$ cat config.mk
export PLATFORM = sky130hd
export DESIGN_NAME = rename_free_list
export DESIGN_NICKNAME = d
export VERILOG_FILES = /design/src/rtl/rfl_pkg.sv /design/src/rtl/rfl_router.sv /design/src/rtl/rfl_pool.sv /design/src/rtl/rename_free_list.sv
export SDC_FILE = /design/constraint.sdc
export NUM_CORES = 1
export LEC_CHECK = 0
export ABC_AREA = 1
export ABC_CLOCK_PERIOD_IN_PS = 5800
export CAP_MARGIN = 15
export CORE_MARGIN = 8
export CORE_UTILIZATION = 35
export CTS_CLUSTER_SIZE = 10
export DETAILED_ROUTE_END_ITERATION = 12
export PLACE_DENSITY = 0.6
export SYNTH_ARGS = -nofsm -noshare
export SYNTH_HDL_FRONTEND = slang
export SYNTH_SLANG_ARGS = --single-unit
$ cat constraint.sdc
create_clock -name clk -period 5.8 [get_ports clk]
set_clock_uncertainty 0.15 [all_clocks]
set_input_delay 0.87 -clock clk [delete_from_list [all_inputs] [get_ports clk]]
set_output_delay 0.87 -clock clk [all_outputs]
set_load 0.005 [all_outputs]
$ cat src/rtl/rfl_pkg.sv
package rfl_pkg;

  // Route decision for an index arriving on the untyped release port
  typedef enum logic [1:0] {
    RT_DROP = 2'd0,
    RT_INT  = 2'd1,
    RT_FP   = 2'd2
  } route_e;

  // Circular pointer advance for a buffer of arbitrary depth
  function automatic int unsigned ptr_step(int unsigned p, int unsigned depth);
    return (p + 1 == depth) ? 0 : p + 1;
  endfunction

endpackage

$ cat src/rtl/rfl_router.sv
module rfl_router #(
  parameter int IDX_W    = 5,
  parameter int INT_PHYS = 12,
  parameter int TOTAL    = 24,
  parameter int ZERO_IDX = 0
) (
  input  logic             vld,
  input  logic [IDX_W-1:0] idx,
  output logic             to_int,
  output logic             to_fp
);
  import rfl_pkg::*;

  localparam logic [IDX_W:0] INT_LIM = (IDX_W+1)'(INT_PHYS);
  localparam logic [IDX_W:0] TOT_LIM = (IDX_W+1)'(TOTAL);
  localparam logic [IDX_W:0] Z_INT   = (IDX_W+1)'(ZERO_IDX);
  localparam logic [IDX_W:0] Z_FP    = (IDX_W+1)'(ZERO_IDX + INT_PHYS);

  route_e     route;
  logic [IDX_W:0] wide;

  assign wide = {1'b0, idx};

  always_comb begin
    route = RT_DROP;
    if (vld) begin
      if (wide < INT_LIM) begin
        if (wide != Z_INT) route = RT_INT;
      end else if (wide < TOT_LIM) begin
        if (wide != Z_FP) route = RT_FP;
      end
    end
  end

  assign to_int = (route == RT_INT);
  assign to_fp  = (route == RT_FP);

endmodule

$ cat src/rtl/rfl_pool.sv
module rfl_pool #(
  parameter int IDX_W     = 5,
  parameter int DEPTH     = 12,
  parameter int INIT_N    = 4,
  parameter int INIT_BASE = 8,
  localparam int PTR_W    = (DEPTH > 1) ? $clog2(DEPTH) : 1,
  localparam int CNT_W    = $clog2(DEPTH + 1)
) (
  input  logic             clk,
  input  logic             rst_n,
  input  logic             pop_req,
  input  logic             push_a,
  input  logic [IDX_W-1:0] idx_a,
  input  logic             push_b,
  input  logic [IDX_W-1:0] idx_b,
  output logic [IDX_W-1:0] head_idx,
  output logic             nonempty,
  output logic [CNT_W-1:0] count
);
  import rfl_pkg::*;

  logic [IDX_W-1:0] mem [DEPTH];
  logic [PTR_W-1:0] head, tail, head_n, tail_n, t1, t2, wr_a, wr_b;
  logic [CNT_W-1:0] cnt, cnt_n;
  logic             pop_go;

  // Next-state logic
  always_comb begin
    pop_go = pop_req & (cnt != '0);
    t1     = PTR_W'(ptr_step(int'(tail), DEPTH));
    t2     = PTR_W'(ptr_step(int'(t1), DEPTH));
    wr_a   = tail;
    wr_b   = push_a ? t1 : tail;
    if (push_a & push_b)      tail_n = t2;
    else if (push_a | push_b) tail_n = t1;
    else                      tail_n = tail;
    head_n = pop_go ? PTR_W'(ptr_step(int'(head), DEPTH)) : head;
    cnt_n  = cnt + CNT_W'(push_a) + CNT_W'(push_b) - CNT_W'(pop_go);
  end

  // State registers
  always_ff @(posedge clk or negedge rst_n) begin
    if (!rst_n) begin
      head <= '0;
      tail <= PTR_W'(INIT_N % DEPTH);
      cnt  <= CNT_W'(INIT_N);
      for (int i = 0; i < DEPTH; i++)
        mem[i] <= (i < INIT_N) ? IDX_W'(INIT_BASE + i) : '0;
    end else begin
      if (push_a) mem[wr_a] <= idx_a;
      if (push_b) mem[wr_b] <= idx_b;
      head <= head_n;
      tail <= tail_n;
      cnt  <= cnt_n;
    end
  end

  assign head_idx = mem[head];
  assign nonempty = (cnt != '0);
  assign count    = cnt;

  // occupancy never exceeds the storage
  a_r9_cnt_bound: assert property (@(posedge clk) disable iff (!rst_n)
    count <= CNT_W'(DEPTH));

  // without a pop the oldest entry stays at the head
  a_r3_head_hold: assert property (@(posedge clk) disable iff (!rst_n)
    (!pop_req && nonempty) |=> $stable(head_idx));

  // two pushes and a pop in one cycle leave a net gain of one
  a_r8_net_count: assert property (@(posedge clk) disable iff (!rst_n)
    (push_a && push_b && pop_req && nonempty) |=> (count == $past(count) + 1'b1));

endmodule

$ cat src/rtl/rename_free_list.sv
module rename_free_list #(
  parameter int IDX_W    = 5,
  parameter int INT_ARCH = 8,
  parameter int INT_PHYS = 12,
  parameter int FP_ARCH  = 8,
  parameter int FP_PHYS  = 12,
  parameter int ZERO_IDX = 0,
  localparam int ICNT_W  = $clog2(INT_PHYS + 1),
  localparam int FCNT_W  = $clog2(FP_PHYS + 1)
) (
  input  logic              clk,
  input  logic              rst_n,
  input  logic              int_alloc_req,
  output logic              int_alloc_vld,
  output logic [IDX_W-1:0]  int_alloc_idx,
  input  logic              fp_alloc_req,
  output logic              fp_alloc_vld,
  output logic [IDX_W-1:0]  fp_alloc_idx,
  input  logic              int_rel_vld,
  input  logic [IDX_W-1:0]  int_rel_idx,
  input  logic              fp_rel_vld,
  input  logic [IDX_W-1:0]  fp_rel_idx,
  input  logic              any_rel_vld,
  input  logic [IDX_W-1:0]  any_rel_idx,
  output logic              int_avail,
  output logic              fp_avail,
  output logic [ICNT_W-1:0] int_free_cnt,
  output logic [FCNT_W-1:0] fp_free_cnt,
  output logic              alloc_err
);
  localparam int TOTAL = INT_PHYS + FP_PHYS;

  logic [1:0] rst_sync;
  logic       rst_i;
  logic       to_int, to_fp;
  logic       err, err_n;

  // Reset: asserted asynchronously, released on the clock
  always_ff @(posedge clk or negedge rst_n) begin
    if (!rst_n) rst_sync <= 2'b00;
    else        rst_sync <= {rst_sync[0], 1'b1};
  end
  assign rst_i = rst_sync[1];

  rfl_router #(
    .IDX_W(IDX_W), .INT_PHYS(INT_PHYS), .TOTAL(TOTAL), .ZERO_IDX(ZERO_IDX)
  ) u_route (
    .vld(any_rel_vld), .idx(any_rel_idx), .to_int(to_int), .to_fp(to_fp)
  );

  rfl_pool #(
    .IDX_W(IDX_W), .DEPTH(INT_PHYS),
    .INIT_N(INT_PHYS - INT_ARCH), .INIT_BASE(INT_ARCH)
  ) u_int_pool (
    .clk(clk), .rst_n(rst_i), .pop_req(int_alloc_req),
    .push_a(int_rel_vld), .idx_a(int_rel_idx),
    .push_b(to_int), .idx_b(any_rel_idx),
    .head_idx(int_alloc_idx), .nonempty(int_avail), .count(int_free_cnt)
  );

  rfl_pool #(
    .IDX_W(IDX_W), .DEPTH(FP_PHYS),
    .INIT_N(FP_PHYS - FP_ARCH), .INIT_BASE(INT_PHYS + FP_ARCH)
  ) u_fp_pool (
    .clk(clk), .rst_n(rst_i), .pop_req(fp_alloc_req),
    .push_a(fp_rel_vld), .idx_a(fp_rel_idx),
    .push_b(to_fp), .idx_b(any_rel_idx),
    .head_idx(fp_alloc_idx), .nonempty(fp_avail), .count(fp_free_cnt)
  );

  assign int_alloc_vld = int_alloc_req & int_avail;
  assign fp_alloc_vld  = fp_alloc_req & fp_avail;

  always_comb begin
    err_n = err | (int_alloc_req & ~int_avail) | (fp_alloc_req & ~fp_avail);
  end

  always_ff @(posedge clk or negedge rst_i) begin
    if (!rst_i) err <= 1'b0;
    else        err <= err_n;
  end
  assign alloc_err = err;

  // the error flag never clears on its own
  a_r7_err_sticky: assert property (@(posedge clk) disable iff (!rst_i)
    alloc_err |=> alloc_err);

  // a request on an empty pool raises the flag next cycle
  a_r7_empty_req: assert property (@(posedge clk) disable iff (!rst_i)
    ((int_alloc_req && !int_avail) || (fp_alloc_req && !fp_avail)) |=> alloc_err);

  // a grant is only given from a pool that holds entries
  a_r3_grant_nonempty: assert property (@(posedge clk) disable iff (!rst_i)
    (int_alloc_vld |-> int_free_cnt != '0) and (fp_alloc_vld |-> fp_free_cnt != '0));

  // zero registers are never routed into a pool
  a_r5_zero_dropped: assert property (@(posedge clk) disable iff (!rst_i)
    (any_rel_vld && (any_rel_idx == IDX_W'(ZERO_IDX) ||
                     any_rel_idx == IDX_W'(ZERO_IDX + INT_PHYS))) |-> (!to_int && !to_fp));

  // out-of-range indices are discarded, in-range ones go to exactly one pool
  a_r4_route_range: assert property (@(posedge clk) disable iff (!rst_i)
    ({1'b0, any_rel_idx} >= (IDX_W+1)'(TOTAL) |-> (!to_int && !to_fp)) and
    !(to_int && to_fp));

endmodule

==> results of run 1 <==
## cell usage in the layout, fill, tap and decap left out, types with 10 or more instances in the layout
cell / netlist / layout
o22ai_1: 11 / 11
o221ai_1: 21 / 21
nand4_1: 27 / 27
ha_1: 18 / 18
inv_1: 77 / 77
nand2_2: 21 / 21
clkbuf_16: 0 / 17
a21oi_1: 10 / 10
o21ai_1: 16 / 16
inv_2: 18 / 18
nor2_4: 14 / 14
o21ai_0: 184 / 184
nor2_1: 75 / 75
dfrtp_1: 123 / 122
dfstp_2: 24 / 24
nand3_1: 70 / 70
clkdlybuf4s50_1: 0 / 44
nand2_1: 490 / 490
## metrics by stage
step	area (µm²)	total power, W
global placement	9978	0.004569
finish	10560	0.005722
detailed placement	9978	0.004613
CTS	10560	0.005739
global route	10560	0.006191
floorplan	9279	0.003746
## state kept, by name, indices dropped and copies added, names as in the netlist
| register | count |
|---|---|
| u_int_pool.count | 4 |
| u_fp_pool.head | 4 |
| u_int_pool.tail | 4 |
| u_fp_pool.mem | 60 |
| u_int_pool.mem | 60 |
| u_int_pool.head | 4 |
| rst_sync | 2 |
| u_fp_pool.tail | 4 |
| u_fp_pool.count | 4 |
| alloc_err | 1 |
## routing by layer
layer | part of all wire, % | track usage, %
met4 | 2.9 | 7.268
met1 | 46 | 25.13
met3 | 5.6 | 2.696
met2 | 46 | 28.24
met5 | 0 | 0
## worst max-delay path by stage
stage,startpoint,end,slack (ns)
3_5_place_dp,any_rel_idx[3],u_int_pool.count[2],1.85
3_3_place_gp,any_rel_idx[3],u_int_pool.count[2],1.92
2_1_floorplan,rst_sync[1],alloc_err,1.29
4_1_cts,u_int_pool.head[0],int_alloc_idx[1],1.70
5_1_grt,u_int_pool.head[0],int_alloc_idx[1],1.60
6_report,u_int_pool.head[0],int_alloc_idx[1],1.73
## cells by family (layout without fill, tap and decap cells)
kind of cell             count (synthesis)  after routing  share of synthesized area (%)
AO/OA/AOI/OAI                          255            255                          15.26
adder cells (fa/ha/maj)                 22             22                          3.290
buffers and inverters                  147            182                          6.391
AND/OR/NAND/NOR                        722            722                          34.30
XOR/XNOR                                 7              7                         0.7417
flip-flops                             147            147                          39.97
other                                    1              1                        0.04041
## synthesized netlist by cell type (8+ instances only)
cell type	n	share of area [%]
nor2_4	14	1.7
nand3_1	70	3.8
inv_2	18	0.73
a21oi_1	10	0.54
nor2_1	75	3.0
nor2_2	8	0.54
o22ai_1	11	0.74
nand2_1	490	20
dfrtp_1	123	33
ha_1	18	2.4
clkbuf_1	37	1.5
inv_1	77	3.1
nand2_2	21	1.4
dfstp_2	24	6.8
buf_4	9	0.73
o21ai_0	184	9.9
nand4_1	27	1.8
nand3_2	8	0.86
o221ai_1	21	2.0
o21ai_1	16	0.86
## worst max-delay path, delay by kind of cell, from the launching register on
kind	cells	cell delay, ns
buffers and inverters	3	1.45
AO/OA/AOI/OAI	2	0.52
flip-flops	1	0.36
AND/OR/NAND/NOR	2	0.26
## power by group through the flow
stage | combinational (W) | sequential, W | clock (W)
floorplan | 0.00199 | 0.00175 | 0
global placement | 0.00263 | 0.00193 | 0
detailed placement | 0.00268 | 0.00193 | 0
CTS | 0.00269 | 0.00192 | 0.00113
global route | 0.00304 | 0.00198 | 0.00117
finish | 0.00268 | 0.00193 | 0.00111
## layout make-up
type                    count  area (µm²)  area share, %
multi-input cells        1007        4977          47.15
flip-flops and latches    147        3712          35.17
repair buffers             51       493.0          4.670
clock buffers              20       466.7          4.421
well taps                 335       419.2          3.971
inverters                  99       376.6          3.568
clock inverters            12       111.4          1.055
==> results.txt, run 1 <==
status - finished clean
max incr delay on CP - 0.72 ns
# rows - 59
Vias/cell - 5.224
sw frac - 44.63%
largest net degree at the start of global routing - 67
Critical-path top delay cell - inv_1
Inst Count DP - 1,639
crit share post-route - 70.19%
# setup viols final - 0
Inserted Diodes - 0
Total GRT Usage - 18.22%
fmax - 245.6 MHz
Clk Latency, worst-skew pair - 0.43 ns
Cell Area, Synth - 0.009279 mm²
synthesized flop and latch total - 147
Iteration-0 DRC Markers - 854
Pleak - 5.056 nW
H-tree levels - 4
post-synthesis sequential area ratio - 39.97%
core area - 0.02606 mm²
Final Wtd Congestion - 0.8560
dominant synthesized flop cell - dfrtp_1
DRT Pass-1 Iters - 5
max_cap viols - 0
crit-path cells - buf_4, inv_1, o21ai_0, o221ai_1, nand3_1, nand2_1, clkdlybuf4s50_1
Tightest Pin Transition - 1.004 ns
Avg WL per Cell - 16.91 µm
crit path DAT - 3.05 ns
CTS tree - built
Root Driver - clkbuf_16
worst path required time - 4.78 ns
synth-to-layout area growth - 13.77%
layout cells sized above 1 - 11.15%
CTS Buffer Depth - 2
worst r2r path cells - 9
Pint - 0.003169 W
drt drc - 0
reg2reg setup slack - 2.83 ns
Netlist cell types - 42
ys async rst share - 100.0%
GR Overflow Total - 0
Final Hold Fails - 0
fin. max-slew vios - 0
Seq pwr share - 33.8%
Antenna Violating Nets Remaining - 0
total routed wirelength - 28,260 µm
Initial Util - 35.61%
post-CTS setup buffer count - 0
clock sinks - 147
Setup CP Type - flop to primary output
Port Buf Inserts - 44
post_cts resized - 0
RSZ-0062 raised after global routing - false
FILL cells - 2,675
Critical R2R Capture - u_fp_pool.count[1]
Max VDD drop - 0.2574 mV
Syn. warnings - 0
Reg clk slew, reported paths - 0.07 ns
die area - 0.03198 mm²
Vias - 8,730
worst-path fanout max - 33
Power Dens Cells - 542.0 mW/mm²
Crit Reg-Reg Startpoint - u_fp_pool.count[2]
Final Util - 40.51%
setup ws final - 1.729 ns
synthesized instance count - 1,301
die height - 178.8 µm
Worst Setup End Kind - primary output
critical path startpoint category - flop
Post-Route Setup TNS - 0 ns
mean post-synth cell area - 7.132 µm²
Net Switching - 0.002554 W
fin crit period - 4.071 ns
clock power share - 19.3%
Layout Cells excl Fill - 1,671
pre-CTS setup slack - 1.846 ns
Post-Syn Nets - 1,345
vias in the first global route - 8,141
combinational group share of total power - 46.9%
CTS Buf Count - 17
Layout Nets - 1,367
Post-synth EDFFs - 0
type of the most critical hold path - flop to async pin
Slew headroom - 32.88%
dpl hpwl - 19,760 µm
hold-fix buffers at CTS - 0
global-route wire length before repair - 45,590 µm
Fin Hold WS - 0.1386 ns
Die Span X - 178.8 µm
initial antenna violation count - 0
# IOs - 45
Note: power is estimated with default switching activity, not from simulation.
==> run 2: changes to the inputs <==
--- a/config.mk
+++ b/config.mk
@@ -6,7 +6,7 @@
 export NUM_CORES = 1
 export LEC_CHECK = 0
 export ABC_AREA = 1
-export ABC_CLOCK_PERIOD_IN_PS = 5800
+export ABC_CLOCK_PERIOD_IN_PS = 4000
 export CAP_MARGIN = 15
 export CORE_MARGIN = 8
 export CORE_UTILIZATION = 35
==> constraint.sdc (replaced) <==
create_clock -name clk -period 4 [get_ports clk]
set_clock_uncertainty 0.15 [all_clocks]
set_input_delay 0.6 -clock clk [delete_from_list [all_inputs] [get_ports clk]]
set_output_delay 0.6 -clock clk [all_outputs]
set_load 0.005 [all_outputs]
==> run 2 against run 1 <==
Worst hold slack better by 0.033 ns. Setup slack lost 1.1 ns. Non-clock buffer count grew 6. Flip-flop and latch count unchanged. Register-to-register slack got worse by 1.6 ns. Sequential power increased by 42%. Via count down 0.40%. Wire length grew 0.64%. Cell area grew 0.60%. Clock-buffer cell count decreased by 1. Critical path type unchanged.
==> results.txt, run 2 (same netlist as run 1, synthesis figures left out) <==
total routed wirelength - 28,440 µm
DRT Pass-1 Iters - 5
Post-Route Setup TNS - 0 ns
crit path DAT - 2.61 ns
post_cts resized - 0
fmax - 297.5 MHz
synth-to-layout area growth - 14.46%
# rows - 59
Clk Latency, worst-skew pair - 0.43 ns
Inserted Diodes - 0
CTS Buffer Depth - 2
fin. max-slew vios - 0
leading cell type in the layout, fill and taps excluded - nand2_1
Worst Setup End Kind - primary output
Vias/cell - 5.185
worst path required time - 3.25 ns
hold-fix buffers at CTS - 0
Setup CP Type - flop to primary output
Antenna Violating Nets Remaining - 0
pre-CTS setup slack - 0.7858 ns
core area - 0.02606 mm²
Layout Nets - 1,373
post-CTS setup buffer count - 0
Die Span X - 178.8 µm
critical path startpoint category - flop
Max VDD drop - 0.3666 mV
max incr delay on CP - 0.56 ns
global-route wire length before repair - 45,750 µm
Port Buf Inserts - 44
initial antenna violation count - 0
RSZ-0062 raised after global routing - false
Avg WL per Cell - 16.96 µm
type of the most critical hold path - primary input to async pin
drt drc - 0
die area - 0.03198 mm²
Final Wtd Congestion - 0.8747
clock sinks - 147
status - finished clean
max_cap viols - 0
Final Hold Fails - 0
# setup viols final - 0
dpl hpwl - 19,790 µm
Tightest Pin Transition - 0.8218 ns
CTS tree - built
WP buf/inv - 2
die height - 178.8 µm
fin crit period - 3.361 ns
Critical-path top delay cell - inv_1
crit-path cells - inv_1, o21ai_0, o22ai_1, nand3_1, nand2_1, clkdlybuf4s50_1
Reg clk slew, reported paths - 0.07 ns
H-tree levels - 4
GR Overflow Total - 0
largest net degree at the start of global routing - 88
FILL cells - 2,698
Vias - 8,695
Slew headroom - 45.21%
Pleak - 5.084 nW
most frequent cells in the layout - nand2_1 (490), o21ai_0 (184), dfrtp_1 (122)
# IOs - 45
crit share post-route - 84.03%
Power Dens Cells - 786.9 mW/mm²
Initial Util - 35.61%
register area - 0.003712 mm²
vias in the first global route - 8,148
layout cells sized above 1 - 11.48%
Top delay family on crit path - buffers and inverters
Total GRT Usage - 18.25%
multi-input logic area - 0.004977 mm²
CTS Buf Count - 17
Root Driver - clkbuf_16
Top Registers - u_fp_pool.mem x60, u_int_pool.mem x60
worst-path fanout max - 26
Iteration-0 DRC Markers - 754
setup ws final - 0.6390 ns
## run 2: changes by cell type in the layout (fill, tap and decap cells not counted)
cell | before | now
bufinv_16 | 0 | 1
clkinvlp_4 | 1 | 3
clkbuf_1 | 0 | 1
clkbuf_8 | 3 | 1
buf_4 | 7 | 12
inv_8 | 3 | 4
buf_12 | 0 | 1
clkinv_4 | 4 | 1
## run 2: worst paths after layout
path / from / slack, ns / end / cells after the start
setup / recovery: u_fp_pool.head[0] / 0.64 / fp_alloc_idx[3] / 6
hold reg to reg: rst_sync[0] / 0.20 / rst_sync[1] / 0
hold / removal: rst_n / 0.17 / rst_sync[1] / 1
setup reg to reg: u_int_pool.count[2] / 1.25 / u_int_pool.count[2] / 10
min in group clk: rst_sync[0] / 0.20 / rst_sync[1] / 0
max in group asynchronous: rst_sync[1] / 2.44 / u_int_pool.mem[48] / 1
## run 2: layer usage
layer | track usage [%] | part of all wire [%]
met1 | 25.59 | 47
met2 | 28.24 | 46
met3 | 3.686 | 6.0
met4 | 4.616 | 1.6
met5 | 0 | 0
## run 2: power breakdown
group | switching (W) | total, W | internal, W
Combinational | 0.00244 | 0.00397 | 0.00153
Sequential | 0.000526 | 0.00275 | 0.00222
Clock | 0.000738 | 0.00164 | 0.000899
Total | 0.00371 | 0.00836 | 0.00465
## run 2: stage by stage
step	instances	area [µm²]	total power (W)	hold WS [ns]	util, %
floorplan	1301	9280	0.005430	0.1544	-
global placement	1645	10040	0.006646	0.1921	38.51
detailed placement	1645	10040	0.006698	0.1918	38.51
CTS	1677	10620	0.008355	0.1625	40.75
global route	1677	10620	0.009065	0.1624	40.75
finish	1677	10620	0.008357	0.1718	40.75
## run 2: final cells by class
cell class,instances,area share [%]
repair buffers,57,5.184
multi-input cells,1007,46.87
clock buffers,19,4.171
well taps,335,3.947
clock inverters,13,1.331
inverters,99,3.546
flip-flops and latches,147,34.96
